## src/rtl/pcu_pkg.sv

```systemverilog
// Package for the pin-change unit: helpers that size the pin groups.
// Assumes that the pins are packed low to high and that every group except the last one is full.
package pcu_pkg;

    // Width of group g when npins pins are split into groups of gw pins
    function automatic int grp_width(int g, int npins, int gw);
        int rest;
        rest = npins - g * gw;
        return (rest < gw) ? rest : gw;
    endfunction

endpackage

```

## src/rtl/pcu_sync.sv

```systemverilog
// Two-flop synchronizer for a vector of asynchronous pins.
// Assumes that each bit is independent; a bit may be skewed by one cycle against another.
module pcu_sync #(
    parameter int W = 8
) (
    input  logic         clk,
    input  logic         rst_n,
    input  logic [W-1:0] d_i,
    output logic [W-1:0] q_o
);
    logic [W-1:0] meta_q;

    // Two register stages bring the raw pins into the clock domain
    always_ff @(posedge clk) begin
        if (!rst_n) begin
            meta_q <= '0;
            q_o    <= '0;
        end else begin
            meta_q <= d_i;
            q_o    <= meta_q;
        end
    end
endmodule

```

## src/rtl/pcu_group.sv

```systemverilog
// One pin group: holds the mask register, the previous sample, the sticky flag and the gated request.
// Assumes pin_s_i is already synchronized. The previous sample tracks every pin, whatever the mask,
// so that a mask edit never looks like a change.
module pcu_group #(
    parameter int W      = 8,
    parameter int FULL_W = 8
) (
    input  logic              clk,
    input  logic              rst_n,
    input  logic [W-1:0]      pin_s_i,
    input  logic              mask_we_i,
    input  logic [W-1:0]      mask_wdata_i,
    input  logic              clr_i,
    input  logic              en_i,
    output logic [FULL_W-1:0] mask_o,
    output logic              flag_o,
    output logic              req_o
);
    logic [W-1:0] prev_q;
    logic [W-1:0] mask_q;
    logic         flag_q;
    logic         hit;

    // Previous sample follows every pin each cycle
    always_ff @(posedge clk) begin
        if (!rst_n) prev_q <= '0;
        else        prev_q <= pin_s_i;
    end

    // Mask register, written from the bus
    always_ff @(posedge clk) begin
        if (!rst_n)         mask_q <= '0;
        else if (mask_we_i) mask_q <= mask_wdata_i;
    end

    // Any masked pin differs from its last sample
    assign hit = |((pin_s_i ^ prev_q) & mask_q);

    // Sticky flag: a new change wins over a write-one-to-clear
    always_ff @(posedge clk) begin
        if (!rst_n)     flag_q <= 1'b0;
        else if (hit)   flag_q <= 1'b1;
        else if (clr_i) flag_q <= 1'b0;
    end

    // Mask is zero-extended to the bus width for read-back
    always_comb begin
        mask_o         = '0;
        mask_o[W-1:0]  = mask_q;
    end

    assign flag_o = flag_q;
    assign req_o  = flag_q & en_i;

    assert_flag_set_R1: assert property (@(posedge clk) disable iff (!rst_n)
        hit |=> flag_q);
    assert_set_beats_clear_R6: assert property (@(posedge clk) disable iff (!rst_n)
        (hit && clr_i) |=> flag_q);
    assert_clear_R5: assert property (@(posedge clk) disable iff (!rst_n)
        (clr_i && !hit) |=> !flag_q);
    assert_hold_R5: assert property (@(posedge clk) disable iff (!rst_n)
        (!clr_i && !hit) |=> $stable(flag_q));
endmodule

```

## src/rtl/pcu_wake.sv

```systemverilog
// Wake path: freezes a snapshot of the synchronized pins while sleep_i is high. It then compares the raw pins
// with that snapshot through logic that needs no clock.
// Assumes that sleep_i rises only after the pins have been stable for at least two cycles.
module pcu_wake #(
    parameter int NPINS = 39
) (
    input  logic             clk,
    input  logic             rst_n,
    input  logic [NPINS-1:0] pin_raw_i,
    input  logic [NPINS-1:0] pin_s_i,
    input  logic [NPINS-1:0] mask_i,
    input  logic             sleep_i,
    output logic             wake_o
);
    logic [NPINS-1:0] snap_q;

    // Snapshot tracks the pins while awake and holds once sleep is requested
    always_ff @(posedge clk) begin
        if (!rst_n)        snap_q <= '0;
        else if (!sleep_i) snap_q <= pin_s_i;
    end

    // Clock-free comparison of the raw pins against the frozen levels
    assign wake_o = sleep_i & (|((pin_raw_i ^ snap_q) & mask_i));

    assert_snap_frozen_R8: assert property (@(posedge clk) disable iff (!rst_n)
        (sleep_i && $past(sleep_i)) |-> $stable(snap_q));
endmodule

```

## src/rtl/pinchg_irq_unit.sv

```systemverilog
// Top of the grouped pin-change interrupt unit. It decodes the register bus, holds the group enables
// and builds one pcu_group per port group.
// Assumes that GRP_W is at least the number of groups, so that the enable and flag registers fit one bus word.
module pinchg_irq_unit #(
    parameter int NUM_PINS = 39,
    parameter int GRP_W    = 8,
    localparam int NUM_GRP = (NUM_PINS + GRP_W - 1) / GRP_W,
    localparam int ADDR_W  = $clog2(NUM_GRP + 2)
) (
    input  logic                clk,
    input  logic                rst_n,
    input  logic [NUM_PINS-1:0] pin_i,
    input  logic                bus_we,
    input  logic [ADDR_W-1:0]   bus_addr,
    input  logic [GRP_W-1:0]    bus_wdata,
    output logic [GRP_W-1:0]    bus_rdata,
    input  logic                sleep_i,
    output logic [NUM_GRP-1:0]  grp_req_o,
    output logic                wake_o
);
    localparam logic [ADDR_W-1:0] ENA_ADDR = ADDR_W'(NUM_GRP);
    localparam logic [ADDR_W-1:0] FLG_ADDR = ADDR_W'(NUM_GRP + 1);

    logic [NUM_PINS-1:0] pin_s;
    logic [NUM_PINS-1:0] mask_all;
    logic [GRP_W-1:0]    mask_arr [NUM_GRP];
    logic [NUM_GRP-1:0]  flag_v;
    logic [NUM_GRP-1:0]  en_q;
    logic [NUM_GRP-1:0]  clr_v;

    pcu_sync #(.W(NUM_PINS)) u_sync (
        .clk   (clk),
        .rst_n (rst_n),
        .d_i   (pin_i),
        .q_o   (pin_s)
    );

    // Group enable register
    always_ff @(posedge clk) begin
        if (!rst_n)                           en_q <= '0;
        else if (bus_we && bus_addr == ENA_ADDR) en_q <= bus_wdata[NUM_GRP-1:0];
    end

    // Write-one-to-clear strobes for the flags
    assign clr_v = (bus_we && bus_addr == FLG_ADDR) ? bus_wdata[NUM_GRP-1:0] : '0;

    for (genvar g = 0; g < NUM_GRP; g++) begin : g_grp
        localparam int LO = g * GRP_W;
        localparam int W  = pcu_pkg::grp_width(g, NUM_PINS, GRP_W);

        pcu_group #(.W(W), .FULL_W(GRP_W)) u_grp (
            .clk          (clk),
            .rst_n        (rst_n),
            .pin_s_i      (pin_s[LO +: W]),
            .mask_we_i    (bus_we && bus_addr == ADDR_W'(g)),
            .mask_wdata_i (bus_wdata[W-1:0]),
            .clr_i        (clr_v[g]),
            .en_i         (en_q[g]),
            .mask_o       (mask_arr[g]),
            .flag_o       (flag_v[g]),
            .req_o        (grp_req_o[g])
        );

        assign mask_all[LO +: W] = mask_arr[g][W-1:0];

        assert_req_gated_R4: assert property (@(posedge clk) disable iff (!rst_n)
            !en_q[g] |-> !grp_req_o[g]);
    end

    pcu_wake #(.NPINS(NUM_PINS)) u_wake (
        .clk       (clk),
        .rst_n     (rst_n),
        .pin_raw_i (pin_i),
        .pin_s_i   (pin_s),
        .mask_i    (mask_all),
        .sleep_i   (sleep_i),
        .wake_o    (wake_o)
    );

    // Read multiplexer for masks, enables and flags
    always_comb begin
        bus_rdata = '0;
        for (int g = 0; g < NUM_GRP; g++) begin
            if (bus_addr == ADDR_W'(g)) bus_rdata = mask_arr[g];
        end
        if (bus_addr == ENA_ADDR) bus_rdata[NUM_GRP-1:0] = en_q;
        if (bus_addr == FLG_ADDR) bus_rdata[NUM_GRP-1:0] = flag_v;
    end

    assert_wake_asleep_only_R8: assert property (@(posedge clk) disable iff (!rst_n)
        wake_o |-> sleep_i);
endmodule

```

## config.mk

```make
export PLATFORM = sky130hd
export DESIGN_NAME = pinchg_irq_unit
export DESIGN_NICKNAME = d
export VERILOG_FILES = /design/src/rtl/pcu_pkg.sv /design/src/rtl/pcu_sync.sv /design/src/rtl/pcu_group.sv /design/src/rtl/pcu_wake.sv /design/src/rtl/pinchg_irq_unit.sv
export SDC_FILE = /design/constraint.sdc
export NUM_CORES = 1
export LEC_CHECK = 0
export CORE_MARGIN = 2
export CORE_UTILIZATION = 40
export DETAILED_ROUTE_END_ITERATION = 7
export PLACE_DENSITY_LB_ADDON = 0.2
export RECOVER_POWER = 50
export SLEW_MARGIN = 10
export SYNTH_ARGS = -nofsm -noshare
export SYNTH_HDL_FRONTEND = slang
export SYNTH_HIERARCHICAL = 1
export SYNTH_SLANG_ARGS = --single-unit
```

## constraint.sdc

```tcl
create_clock -name clk -period 1.4 [get_ports clk]
set_input_delay 0.28 -clock clk [delete_from_list [all_inputs] [get_ports clk]]
set_output_delay 0.28 -clock clk [all_outputs]
set_load 0.03 [all_outputs]
```

==> flow_metrics.tcl <==
set metrics [dict create \
    vdd_drop_max_uv 954 \
    port_buffers 67 \
    arrival_ns 2.14 \
    vias 5674 \
    highest_layer "met4" \
    clk_path_buf_depth 3 \
    fin_skew_ns 0.00783 \
    place_ws_ns -1.10 \
    globalRouteTotalUtil_pct 19.2 \
    seq_area_frac_synth_pct 51.2 \
    crit_path_end "wake_o" \
    fin_util_pct 54.9 \
    antenna_found_initial 0 \
    hold_viol 0 \
    timing.final.crit_share_pct 173 \
    avgSynthCellArea_um2 10.8 \
    startpoint "pin_i[33]" \
    reg2reg_depth 3 \
    wirelength_mm 20.3 \
    drt.antenna.violating_nets 0 \
    cts_tree "built" \
    hold_path.class "primary input to flop" \
    nets 939 \
    die_y_um 146 \
    slew_viol_final 0 \
    ys.flop_type "dfxtp_1" \
    wl_met3_um 995 \
    endpoint_kind "output port" \
    postSynth.asyncResetShare_pct 0 \
    vias_per_cell 4.87 \
    synth_cells 744 \
    cp_max_fo 2 \
    place_area_um2 9510 \
    r2r_slack_ns 0.19 \
    cp.required_ns 1.12 \
    setup_ws_ns -1.02 \
    p_per_area_nw_per_um2 1280 \
    ctsRootBufferMaster "clkbuf_16" \
    yosys_warnings 6 \
    clock.fmax_mhz 414 \
    drc 0 \
    antennaDiodeCount 0 \
    clk_latency_ns 0.50 \
    setup_viol 141 \
    floorplan.die_area_um2 21200 \
    wl_met2_mm 9.84 \
    fp.dieW_um 146 \
    status "finished with violations" \
    io_pins 68 \
    synth_area_um2 8010 \
    ys_ff_latch 205 \
    worst_hold_slack_ns 0.363 \
    grt_pass1_wl_mm 32.4 \
    wl_met1_mm 9.05 \
    start_util_pct 41.0 \
    hp-start "sleep_i" \
    clock_sinks 205 \
    place_congestion 0.896 \
    postLayoutCellArea_um2 10700 \
    maxCapViolations 0 \
    grt_pass1_vias 5959 \
    syn-num-nets 798 \
    drt-initial-drc-count 320 \
    overflow 0 \
    core_area_um2 19500 \
    crit_type "primary input to output port" \
    leakage_uw 0.00458 \
    syn2layout_area_growth_pct 33.8 \
    cts-hold-fix-buffers 0 \
    r2r_end "g_grp[1].u_grp/flag_o$_SDFFE_PN0P_" \
    htree_levels 1 \
    rsz0062_at_grt "true" \
    rows 51 \
    first_pass_iters 5 \
    worstMarginPinSlew_ns 0.926 \
    finalCriticalPeriod_ns 2.42 \
    violations "setup timing" \
    reg2reg_from "g_grp[1].u_grp/mask_o[4]$_SDFFE_PN0P_" \
    synth_edf_count 0 \
    synth.distinct_cells 38 \
    drive_above_1_share_pct 24.4 \
    clk_pin_slew_ns 0.06 \
    numCtsBuffers 22 \
    relSlewSlack_pct 38.2 \
    hpwl_mm 14.7 \
    wl_per_cell_um 17.4 \
    cp-start-kind "primary input" \
    grt_max_degree 81 \
]
==> power breakdown <==
| group | leakage, uW | total (uW) | internal (uW) | switching (uW) |
|---|---|---|---|---|
| combinational | 0.00249 | 1220 | 607 | 610 |
| sequential | 0.00169 | 6140 | 6030 | 114 |
| clock | 0.000398 | 6380 | 4050 | 2320 |
==> worst max-delay path: stages <==
cell	delay, ns
dlygate4sd3_1	0.56
xor2_1	0.21
a22oi_2	0.23
nand4_1	0.19
nor4_4	0.37
a31oi_4	0.14
buf_6	0.16
==> synthesized netlist by cell type, drive strengths merged (2+ instances only) <==
library cell | instances | area share [%]
o32ai | 5 | 0.55
a221oi | 10 | 1.4
a222oi | 5 | 0.62
clkbuf | 5 | 0.23
mux2 | 5 | 0.70
nor2b | 50 | 3.9
nand4 | 4 | 0.31
a22oi | 19 | 1.8
and3 | 2 | 0.16
nand2b | 8 | 0.62
nor2 | 48 | 2.3
nor3 | 4 | 0.25
o2bb2ai | 5 | 0.55
nand2 | 6 | 0.28
mux2i | 90 | 11
xor2 | 78 | 8.5
dfxtp | 205 | 51
o22a | 2 | 0.22
inv | 5 | 0.23
and2 | 127 | 9.9
a22o | 5 | 0.55
a21oi | 14 | 0.87
clkinv | 4 | 0.19
a31oi | 5 | 0.39
buf | 26 | 2.1
==> layout by cell type, fill, tap and decap left out, types with 5 or more instances in the layout <==
| cell | synthesis | layout |
|---|---|---|
| a22oi_1 | 19 | 15 |
| clkbuf_8 | 0 | 6 |
| buf_12 | 0 | 5 |
| buf_6 | 4 | 29 |
| dfxtp_4 | 0 | 5 |
| clkdlybuf4s50_1 | 0 | 36 |
| xor2_1 | 78 | 78 |
| inv_1 | 5 | 5 |
| nor2_1 | 47 | 42 |
| dlygate4sd3_1 | 0 | 11 |
| a21oi_1 | 14 | 12 |
| and2_4 | 0 | 6 |
| clkbuf_16 | 0 | 23 |
| and2_1 | 126 | 112 |
| a22o_1 | 5 | 5 |
| and2_0 | 0 | 8 |
| mux2_2 | 5 | 5 |
| dfxtp_2 | 0 | 25 |
| dfxtp_1 | 205 | 175 |
| a221oi_2 | 4 | 9 |
| a222oi_1 | 5 | 5 |
| mux2i_1 | 90 | 87 |
| nor2b_1 | 49 | 49 |
| buf_4 | 5 | 58 |
| nand2b_1 | 8 | 7 |
==> final cells by class <==
| class | count | area, um2 |
|---|---|---|
| Sequential cell | 205 | 4150 |
| Fill cell | 1685 | 8810 |
| Clock buffer | 31 | 666 |
| Timing Repair Buffer | 148 | 1430 |
| Inverter | 9 | 33.8 |
| Multi-Input combinational cell | 499 | 3950 |
| Clock inverter | 9 | 154 |
| Tap cell | 265 | 332 |
==> what timing repair did <==
item	4_1_cts	5_1_grt
pin swaps	19	12
setup endpoints to repair	52	32
gates cloned	1	0
buffers inserted	7	4
gates resized for setup	78	31
==> cell families (layout without fill, tap and decap cells) <==
| group | Yosys count | count (layout) | synth area share (%) |
|---|---|---|---|
| simple gates | 252 | 252 | 18.1 |
| flops | 205 | 205 | 51.2 |
| mux | 96 | 96 | 12.2 |
| xor+xnor | 78 | 78 | 8.53 |
| compound gates | 72 | 72 | 7.14 |
| buf+inv | 40 | 197 | 2.75 |
| other cells | 1 | 1 | 0.0468 |
==> layer usage <==
layer,global-route usage (%),up-vias
met3,3.04,36
met1,24.9,2705
li1,-,2799
met5,0,-
met2,33.4,134
met4,4.95,0
==> state kept, by name, indices dropped and copies added, names as in the netlist <==
register            flops
g_grp.u_grp/flag_o      5
g_grp.u_grp/prev_q     39
g_grp.u_grp/mask_q      7
g_grp.u_grp/mask_o     32
u_sync/meta_q          39
u_sync/q_o             39
u_wake/snap_q          39
en_q                    5
==> stage by stage <==
step | instances | setup TNS [ns] | power (uW)
global placement | 1115 | -41.68 | 7390
finish | 1166 | -11.49 | 13700
CTS | 1162 | -5.56 | 13900
global route | 1166 | -36.64 | 14200
detailed placement | 1115 | -43.20 | 7410
floorplan | 744 | -0.369 | 6870
==> worst min path at each step <==
stage	cells past startpoint	to	slack, ns
after CTS	2	u_wake/snap_q[0]$_SDFFE_PN0N_	0.18
after global placement	1	u_sync/q_o[16]$_SDFF_PN0_	0.41
after floorplan	1	u_sync/q_o[37]$_SDFF_PN0_	0.41
after detailed placement	1	u_sync/q_o[37]$_SDFF_PN0_	0.42
after global routing	4	u_wake/snap_q[14]$_SDFFE_PN0N_	0.37
final	4	u_wake/snap_q[14]$_SDFFE_PN0N_	0.36
Power figures use the tool's default switching activity.
